[src/rtl/spi_mem_pkg.sv]
package spi_mem_pkg;
  typedef enum logic [3:0] {
    PH_IDLE, PH_OPC, PH_ADH, PH_ADL, PH_WDAT, PH_RDAT, PH_SWR, PH_SRD, PH_SKIP
  } phase_t;

  localparam logic [7:0] OP_LSET = 8'h06;
  localparam logic [7:0] OP_LCLR = 8'h04;
  localparam logic [7:0] OP_SRD  = 8'h05;
  localparam logic [7:0] OP_SWR  = 8'h01;
  localparam logic [7:0] OP_MRD  = 8'h03;
  localparam logic [7:0] OP_MWR  = 8'h02;
endpackage

[src/rtl/spi_in_sync.sv]
module spi_in_sync #(
  parameter int WIDTH = 4,
  parameter int STAGES = 2,
  parameter logic [WIDTH-1:0] RST_VAL = '0
) (
  input  logic             clk,
  input  logic             rst,
  input  logic [WIDTH-1:0] d,
  output logic [WIDTH-1:0] q
);
  for (genvar g = 0; g < WIDTH; g++) begin : g_bit
    logic [STAGES-1:0] chain;
    always_ff @(posedge clk) begin
      if (rst) chain <= {STAGES{RST_VAL[g]}};
      else     chain <= {chain[STAGES-2:0], d[g]};
    end
    assign q[g] = chain[STAGES-1];
  end
endmodule

[src/rtl/spi_tx_shift.sv]
module spi_tx_shift #(
  parameter int W = 8
) (
  input  logic         clk,
  input  logic         rst,
  input  logic         load,
  input  logic [W-1:0] din,
  input  logic         shift,
  input  logic         en,
  input  logic         hold_ok,
  output logic         so,
  output logic         so_oe
);
  logic [W-1:0] sr;
  logic         live;

  always_ff @(posedge clk) begin
    if (rst) begin
      sr    <= '0;
      so    <= 1'b0;
      live  <= 1'b0;
      so_oe <= 1'b0;
    end else begin
      if (load)
        sr <= din;
      else if (shift && en)
        sr <= {sr[W-2:0], 1'b0};
      if (shift && en)
        so <= sr[W-1];
      live  <= en & (live | shift);
      so_oe <= en & hold_ok & (live | shift);
    end
  end
endmodule

[src/rtl/spi_mem_slave.sv]
module spi_mem_slave
  import spi_mem_pkg::*;
#(
  parameter int AW = 13,
  parameter int SYNC_STAGES = 2
) (
  input  logic          clk,
  input  logic          rst,
  input  logic          sck,
  input  logic          cs_n,
  input  logic          si,
  input  logic          hold_n,
  output logic          so,
  output logic          so_oe,
  output logic [AW-1:0] mem_addr,
  output logic          mem_we,
  output logic          mem_re,
  output logic [7:0]    mem_wdata,
  input  logic [7:0]    mem_rdata,
  output logic [AW-1:0] wp_chk_addr,
  input  logic          wp_mem_ok,
  input  logic          wp_stat_ok,
  input  logic [7:0]    wp_status,
  output logic          wp_latch_set,
  output logic          wp_latch_clr,
  output logic          wp_stat_wr,
  output logic [7:0]    wp_stat_wdata
);
  localparam int HI_W = AW - 8;

  logic [3:0] syn;
  logic sck_s, cs_s, si_s, hold_s;
  logic sck_q, cs_q;

  spi_in_sync #(.WIDTH(4), .STAGES(SYNC_STAGES), .RST_VAL(4'b0101)) i_sync (
    .clk(clk), .rst(rst), .d({sck, cs_n, si, hold_n}), .q(syn)
  );
  assign {sck_s, cs_s, si_s, hold_s} = syn;

  phase_t        phase;
  logic [2:0]    bitcnt;
  logic [6:0]    rx_sr;
  logic [AW-1:0] addr;
  logic          ld_q, stat_ld, clr_pend;

  wire cs_fall  = ~cs_s & cs_q;
  wire cs_rise  = cs_s & ~cs_q;
  wire sck_rise = sck_s & ~sck_q & hold_s & ~cs_s;
  wire sck_fall = ~sck_s & sck_q & hold_s & ~cs_s;
  wire [7:0] byte_in = {rx_sr, si_s};
  wire rd_phase = (phase == PH_RDAT) || (phase == PH_SRD);

  assign wp_chk_addr = addr;

  always_ff @(posedge clk) begin
    if (rst) begin
      sck_q <= 1'b0; cs_q <= 1'b1;
      phase <= PH_IDLE; bitcnt <= '0; rx_sr <= '0; addr <= '0;
      mem_addr <= '0; mem_we <= 1'b0; mem_re <= 1'b0; mem_wdata <= '0;
      ld_q <= 1'b0; stat_ld <= 1'b0; clr_pend <= 1'b0;
      wp_latch_set <= 1'b0; wp_latch_clr <= 1'b0;
      wp_stat_wr <= 1'b0; wp_stat_wdata <= '0;
    end else begin
      sck_q <= sck_s; cs_q <= cs_s;
      mem_we <= 1'b0; mem_re <= 1'b0; ld_q <= mem_re; stat_ld <= 1'b0;
      wp_latch_set <= 1'b0; wp_latch_clr <= 1'b0; wp_stat_wr <= 1'b0;
      if (cs_rise) begin
        phase <= PH_IDLE; bitcnt <= '0;
        wp_latch_clr <= clr_pend; clr_pend <= 1'b0;
      end else if (cs_fall) begin
        phase <= PH_OPC; bitcnt <= '0; clr_pend <= 1'b0;
      end else if (sck_rise && phase != PH_IDLE) begin
        rx_sr  <= byte_in[6:0];
        bitcnt <= bitcnt + 3'd1;
        if (bitcnt == 3'd7) begin
          unique case (phase)
            PH_OPC: begin
              phase <= PH_SKIP;
              unique case (byte_in)
                OP_LSET: wp_latch_set <= 1'b1;
                OP_LCLR: clr_pend <= 1'b1;
                OP_SRD:  begin stat_ld <= 1'b1; phase <= PH_SRD; end
                OP_SWR:  begin clr_pend <= 1'b1; phase <= PH_SWR; end
                OP_MRD:  phase <= PH_ADH;
                OP_MWR:  begin clr_pend <= 1'b1; phase <= PH_ADH; end
                default: phase <= PH_SKIP;
              endcase
            end
            PH_ADH: begin
              addr[AW-1:8] <= byte_in[HI_W-1:0];
              phase <= PH_ADL;
            end
            PH_ADL: begin
              addr[7:0] <= byte_in;
              if (clr_pend) phase <= PH_WDAT;
              else begin
                phase <= PH_RDAT;
                mem_addr <= {addr[AW-1:8], byte_in};
                mem_re <= 1'b1;
              end
            end
            PH_WDAT: begin
              mem_addr  <= addr;
              mem_wdata <= byte_in;
              mem_we    <= wp_mem_ok;
              addr      <= addr + AW'(1);
            end
            PH_RDAT: begin
              addr     <= addr + AW'(1);
              mem_addr <= addr + AW'(1);
              mem_re   <= 1'b1;
            end
            PH_SWR: begin
              wp_stat_wr    <= wp_stat_ok;
              wp_stat_wdata <= byte_in;
              phase         <= PH_SKIP;
            end
            PH_SRD:  phase <= PH_SKIP;
            default: phase <= phase;
          endcase
        end
      end
    end
  end

  spi_tx_shift #(.W(8)) i_tx (
    .clk(clk), .rst(rst),
    .load(ld_q | stat_ld), .din(stat_ld ? wp_status : mem_rdata),
    .shift(sck_fall), .en(rd_phase & ~cs_s), .hold_ok(hold_s),
    .so(so), .so_oe(so_oe)
  );

  AST_WE_RE_EXCL: assert property (@(posedge clk) disable iff (rst)
    !(mem_we && mem_re));
  AST_WE_GRANTED: assert property (@(posedge clk) disable iff (rst)
    mem_we |-> $past(wp_mem_ok));
  AST_STAT_GRANTED: assert property (@(posedge clk) disable iff (rst)
    wp_stat_wr |-> $past(wp_stat_ok));
  AST_LATCH_EXCL: assert property (@(posedge clk) disable iff (rst)
    !(wp_latch_set && wp_latch_clr));
  AST_OE_SELECTED: assert property (@(posedge clk) disable iff (rst)
    so_oe |-> ($past(hold_s) && !$past(cs_s)));
  AST_SO_HIGH_STABLE: assert property (@(posedge clk) disable iff (rst)
    (sck_s && sck_q) |=> $stable(so));
  AST_HOLD_FREEZE: assert property (@(posedge clk) disable iff (rst)
    (!hold_s && !cs_s && !cs_q) |=> $stable(bitcnt));
endmodule

[config.mk]
export PLATFORM = sky130hd
export DESIGN_NAME = spi_mem_slave
export DESIGN_NICKNAME = d
export VERILOG_FILES = /design/src/rtl/spi_mem_pkg.sv /design/src/rtl/spi_in_sync.sv /design/src/rtl/spi_tx_shift.sv /design/src/rtl/spi_mem_slave.sv
export SDC_FILE = /design/constraint.sdc
export NUM_CORES = 1
export LEC_CHECK = 0
export CAP_MARGIN = 20
export CORE_ASPECT_RATIO = 0.8
export CORE_MARGIN = 1
export CORE_UTILIZATION = 46
export DETAILED_ROUTE_END_ITERATION = 10
export HOLD_SLACK_MARGIN = 0.03
export PLACE_DENSITY = 0.78
export REMOVE_ABC_BUFFERS = 1
export SETUP_SLACK_MARGIN = 0.2
export SLEW_MARGIN = 20
export SYNTH_ARGS = -nofsm -noshare
export SYNTH_HDL_FRONTEND = slang
export SYNTH_SLANG_ARGS = --single-unit
export TNS_END_PERCENT = 10
[constraint.sdc]
create_clock -name clk -period 2 [get_ports clk]
set_input_delay 0.4 -clock clk [delete_from_list [all_inputs] [get_ports clk]]
set_output_delay 0.4 -clock clk [all_outputs]
set_load 0.01 [all_outputs]
==> results.md, run 1 <==
- IO Count: 73
- Prevailing post-synth register cell: dfxtp_1
- # fillers: 703
- Worst-Skew Late Latency: 0.37 ns
- Post-synth EDFFs: 0
- Arrival time of the worst setup path: 2.17 ns
- DR pass1 iterations: 6
- Routed wire length per instance: 16.54 microns
- Share of cells above drive strength 1: 17.31%
- Clk pin slew, worst setup/hold paths: 0.10 ns
- Clock buffer depth: 2
- Avg Inst Size Synth: 8.545 sq um
- Routability congestion estimate: 0.8663
- Antenna diodes: 0
- Pwr dens: 573.0 nW/um^2
- Routed WL: 11.22 mm
- DP Cell Count: 653
- Count leader, synth: dfxtp_1
- Leakage: 1.957 nW
- Initial DRC Count: 401
- Worst hold path class: flop to flop
- CTS Buf Count: 9
- Vias per std cell: 5.962
- Status: completed
- Dpl hpwl: 7.303 mm
- Top cell type's share of synthesized area: 41.40%
- Critical path type: flop to flop
- Crit path max fanout: 3
- Core area: 8558 sq um
- Die footprint: 9320 sq um
- FF/Latch Area: 1720 sq um
- Post-Layout Cell Count: 678
- Initial Util: 48.03%
- Final Core Density: 63.87%
- Die width: 107.7 microns
- Vias post-DR: 4042
- Largest net degree at the start of global routing: 38
- Rel. slew slack: 49.26%
- Placed cell area: 5017 sq um
- First-pass GRT wire length: 17.11 mm
- Antenna viol nets, final: 0
- Synth area leader: dfxtp_1
- Area Overhead vs Synth: 33.00%
- Post-Place Worst Slack: 0.06038 ns
- Crit path capture type: flop
- Netlist Area Pre-Place: 4110 sq um
- Synth top cells by count: 85 x dfxtp_1, 49 x nor2_1, 40 x nand2_1
- Max Cap Viol: 0
- Clock Sink Count: 85
- Die height: 86.55 microns
- Slew @ Worst Pin: 0.7611 ns
- Clock Skew: 0.01351 ns
- Fmax: 515.1 MHz
- Finished Cell Area: 5466 sq um
- Root Buffer: clkbuf_8
- Total global-route track usage: 23.18%
- Seq cells post-synth: 85
- Multi-input gate area: 2335 sq um
- Syn. warnings: 0
- DRC errors left: 0
- Final nets: 590
- Async S/R FF share, synth: 0%
- Vias in the first global route: 3624
- Worst setup margin: 0.05878 ns
- Tcrit/Tclk final: 97.06%
- Cell row count: 30
- Setup Viol. Count Final: 0
- Worst Path Required: 2.23 ns
- Slew Viols, Final: 0
- Initial antenna violation count: 0
- RSZ-0062 raised after global routing: yes
- Startpoint Class: flop
- Netlist cell types: 57
- CTS tree: yes
- Minimum clock period after layout: 1.941 ns
- Main area contributors after synthesis: dfxtp_1 41%, mux2i_1 8.3%, nor2_1 4.5%
- Post-Syn Instances: 481
- Worst IR Drop VDD: 0.3439 mV
- Total gr overflow: 0
- Final Hold Fails: 0
- Seq/Total Area, Yosys: 41.40%
- CTS H-tree lvls: 3
- Port bufs: 72
==> cell usage in the layout (no fill, tap or decap), types with 7 or more instances in the layout <==
master	synthesis	layout
nor2_1	49	48
nor4_1	10	9
nor2b_1	14	12
mux2i_1	34	34
nand4_1	7	7
clkdlybuf4s50_1	0	71
o21ai_0	27	24
clkbuf_8	0	9
buf_4	1	36
nor3_1	10	10
inv_1	11	11
dfxtp_1	85	76
a21oi_1	30	30
nand2_1	40	39
nand3_1	10	9
==> routing by layer <==
| layer | track usage (%) | up-vias | wire (microns) |
|---|---|---|---|
| met1 | 30.36 | 1889 | 4702 |
| met3 | 6.917 | 34 | 1088 |
| met4 | 6.351 | 0 | 280 |
| li1 | - | 1893 | - |
| met2 | 37.18 | 226 | 5144 |
| met5 | 0 | - | 0 |
==> worst paths after layout <==
kind                                          startpoint                        to  slack [ns]  cells past startpoint
worst max-delay path                            rx_sr[2]                  phase[0]        0.06                      4
worst min-delay path            i_sync.g_bit[0].chain[0]  i_sync.g_bit[0].chain[1]        0.42                      1
worst max register to register                  rx_sr[2]                  phase[0]        0.06                      4
worst min register to register  i_sync.g_bit[0].chain[0]  i_sync.g_bit[0].chain[1]        0.42                      1
==> critical path, stage by stage (launching register included) <==
cell,delay (ns)
dfxtp_1,0.33
or4_4,0.58
nor4_2,0.43
a2111oi_2,0.16
nor4_1,0.31
==> registers in the layout, indices dropped and copies added (netlist names), 3 cells and up <==
signal	count
wp_chk_addr	13
bitcnt	3
i_sync.g_bit.chain	8
wp_stat_wdata	8
rx_sr	7
phase	4
mem_addr	13
mem_wdata	8
i_tx.sr	8
==> metrics by stage <==
stage          power, mW   TNS, ns  hold WS [ns]
2_1_floorplan      1.778    -6.546        0.3895
3_3_place_gp       1.860         0        0.3955
3_5_place_dp       1.863         0        0.3958
4_1_cts            3.153         0        0.4319
5_1_grt            3.236  -0.01194        0.4467
6_report           3.132         0        0.4236
==> cell type report <==
class | instances | area share, %
clock buffers | 9 | 2.266
multi-input cells | 343 | 42.71
clock inverters | 7 | 1.579
well taps | 112 | 2.564
flip-flops and latches | 85 | 31.47
inverters | 11 | 0.7553
repair buffers | 111 | 18.65
==> cells by family after synthesis <==
kind of cell    share of synthesized area [%]
simple gates                            24.08
flops                                   41.40
xor+xnor                                2.131
compound gates                          17.23
fa+ha+maj                               1.522
mux                                     8.280
buf+inv                                 5.357
==> what timing repair did <==
item | in CTS | in global routing
setup buffers | 1 | 7
gates cloned | 0 | 1
setup endpoints to repair | 36 | 60
gates resized for setup | 9 | 39
pin swaps | 1 | 3
hold buffers | 0 | 0
==> report_power, final <==
part	internal [mW]	switching (mW)	leakage, nW
logic	0.0655	0.0611	1.16
registers	1.70	0.00810	0.692
clock network	0.608	0.693	0.105
total	2.37	0.762	1.96
(Power assumes the default switching activity.)
==> inputs of run 2 (changes only) <==
ABC_AREA = 1   (was default)
PLACE_DENSITY = 0.79   (was 0.78)
==> results.md, run 2 <==
- Status: completed
- Max Cap Viol: 0 (unchanged)
- Minimum clock period after layout: 1.830 ns (-0.1108 ns)
- CTS Buf Count: 9 (unchanged)
- Seq/Total Area, Yosys: 42.75% (+1.4 points)
- Crit-path leading delay family: buffers and inverters
- Core area: 8164 sq um (-4.6%)
- Worst setup margin: 0.1696 ns (+0.1108 ns)
- Crit path capture type: output pin
- Final nets: 694 (+18%)
- Clock buffer depth: 2 (unchanged)
- Critical path type: flop to output pin
- Worst-Skew Late Latency: 0.37 ns (about the same)
- Die footprint: 9031 sq um (-3.1%)
- Async S/R FF share, synth: 0% (unchanged)
- Crit path max fanout: 7 (+4)
- Routed WL: 10.13 mm (-9.7%)
- Routability congestion estimate: 0.9268 (+7.0%)
- Most frequent cells in the layout: 134 x nand2_1, 104 x nor2_1, 84 x dfxtp_1
- Slowest CP cell: clkdlybuf4s50_1
- Post-synth EDFFs: 0 (unchanged)
- Clock Sink Count: 85 (unchanged)
- Vias per std cell: 5.203 (-13%)
- Seq cells post-synth: 85 (unchanged)
- DRC errors left: 0 (unchanged)
- Startpoint Class: flop
- Clock Skew: 0.01484 ns (+0.001329 ns)
- Worst hold path class: flop to flop
- CTS tree: yes
- RR Startpoint: bitcnt[0]
- Initial Util: 48.75% (+0.72 points)
- Syn. warnings: 0 (unchanged)
- Setup TNS: 0 ns (unchanged)
- Dpl hpwl: 7.319 mm (+0.22%)
- Area Overhead vs Synth: 26.60%
- Port bufs: 72 (unchanged)
- Post-Place Worst Slack: 0.1958 ns (+0.1354 ns)
- Finished Cell Area: 5039 sq um (-7.8%)
- Total gr overflow: 0 (unchanged)
- Main area contributors after synthesis: dfxtp_1 43%, nand2_1 13%, nor2_1 9.8%
- Netlist cell types: 28 (-51%)
- Tcrit/Tclk final: 91.52% (-5.5 points)
- First-pass GRT wire length: 16.88 mm (-1.4%)
- Largest net degree at the start of global routing: 28 (-26%)
- Share of cells above drive strength 1: 7.612% (-9.7 points)
- Buf/Inv on CP: 1 (+1)
- Root Buffer: clkbuf_8
- Avg Inst Size Synth: 6.792 sq um (-21%)
- Initial antenna violation count: 0 (unchanged)
- Leakage: 2.041 nW (+4.3%)
- Sw power: 0.7084 mW (-7.1%)
- DR pass1 iterations: 5 (-1)
- Fmax: 546.3 MHz (+6.1%)
- Antenna viol nets, final: 0 (unchanged)
- Final Core Density: 61.72% (-2.2 points)
- Worst IR Drop VDD: 0.3547 mV (+3.1%)
- Total global-route track usage: 23.58% (+0.40 points)
- Hold Startpoint: i_sync.g_bit[1].chain[0]
- Routed wire length per instance: 13.02 microns (-21%)
- RSZ-0062 raised after global routing: yes
- Placed cell area: 4788 sq um (-4.6%)
- Vias post-DR: 4048 (+0.15%)
- Vias in the first global route: 3657 (+0.91%)
- Synth area leader: dfxtp_1
- Netlist Area Pre-Place: 3980 sq um (-3.2%)
- Pwr dens: 581.9 nW/um^2 (+1.6%)
- Comb power frac: 4.2% (+0.2 points)
- # fillers: 753 (+7.1%)
- Slew Viols, Final: 0 (unchanged)
- Flop pwr share: 58.2% (+3.8 points)
- Initial DRC Count: 316 (-21%)
- IO Count: 73 (unchanged)
- CTS H-tree lvls: 3 (unchanged)
- CP Cell Sequence: clkdlybuf4s50_1
- Pint: 2.223 mW (-6.2%)
- Worst path max stage delay: 0.59 ns (about the same)
- Prevailing post-synth register cell: dfxtp_1
- Arrival time of the worst setup path: 1.43 ns (-0.74 ns)
- Antenna diodes: 0 (unchanged)
- Setup Viol. Count Final: 0 (unchanged)
- Worst Path Required: 1.60 ns (-0.63 ns)
- Critical Path Source: wp_chk_addr[0]
- Sw Ratio: 24.16% (-0.18 points)
- Die width: 106.0 microns (-1.6%)
- Slew @ Worst Pin: 0.5402 ns (-0.2209 ns)
- Count leader, synth: nand2_1
- Clk network pwr share: 37.6% (-3.9 points)
- Clk pin slew, worst setup/hold paths: 0.09 ns (about the same)
- Cell row count: 29 (-3.3%)
- Rel. slew slack: 63.86% (+15 points)
- Die height: 85.20 microns (-1.6%)
- Post-Syn Instances: 586 (+22%)
- Final Hold Fails: 0 (unchanged)
- Most common cell after layout, fill and taps aside: nand2_1
- Synth top cells by count: 134 x nand2_1, 104 x nor2_1, 85 x dfxtp_1
- Top cell type's share of synthesized area: 42.75% (+1.4 points)
-- run 2: worst paths after layout --
path | end | cells past startpoint | slack [ns]
max | wp_chk_addr[0] | 1 | 0.17
min reg2reg | i_sync.g_bit[1].chain[1] | 2 | 0.41
min | i_sync.g_bit[1].chain[1] | 2 | 0.41
max reg2reg | wp_stat_wdata[4] | 8 | 0.24
-- run 2: metal layers --
| layer | vias up | part of all wire [%] | global-route usage (%) |
|---|---|---|---|
| li1 | 2038 | - | - |
| met1 | 1844 | 46 | 31.80 |
| met2 | 154 | 45 | 37.08 |
| met3 | 12 | 8.2 | 5.453 |
| met4 | 0 | 1.1 | 8.460 |
| met5 | - | 0 | 0 |
-- run 2: cell families (layout without fill, tap and decap cells) --
logic type | after synthesis | count (layout) | synth area share (%)
AO/OA/AOI/OAI | 109 | 109 | 14.02
XOR/XNOR | 1 | 1 | 0.2201
adder cells (fa/ha/maj) | 5 | 5 | 1.572
buffers and inverters | 79 | 163 | 8.362
flip-flops | 85 | 85 | 42.75
AND/OR/NAND/NOR | 307 | 307 | 33.07
-- run 2: area by class of cell --
type	count	area, sq um	area share, %
Sequential cell	85	1703	33.80
Tap cell	108	135.1	2.682
Timing Repair Buffer	85	843.3	16.74
Clock inverter	6	48.80	0.9685
Multi-Input combinational cell	422	1948	38.66
Inverter	62	232.7	4.619
Clock buffer	10	127.6	2.533
-- run 2: repair_timing --
action	CTS	global route
hold buffers	0	0
setup buffers	0	6
resized for setup	1	1
pin swaps	0	4
endpoints found under the hold margin	0	0
setup endpoints to repair	8	65
-- run 2: power groups by stage --
stage	sequential (mW)	combinational (mW)	clock, mW
6_report	1.71	0.122	1.10
2_1_floorplan	1.74	0.0474	0
3_5_place_dp	1.75	0.121	0
3_3_place_gp	1.75	0.117	0
4_1_cts	1.71	0.122	1.13
5_1_grt	1.71	0.133	1.21
-- run 2: through the flow --
stage                     hold slack [ns]  power [mW]  std cells
after floorplan                    0.3883       1.792        569
after global placement             0.3930       1.864        756
after detailed placement           0.3989       1.868        756
after CTS                          0.4129       2.959        772
after global routing               0.4304       3.053        778
final                              0.4089       2.932        778
==> inputs of run 3 (changes only) <==
SLEW_MARGIN = default   (was 20)
==> results of run 3 <==
Same layout as run 2: the final DEF is identical, and so are final timing and power.
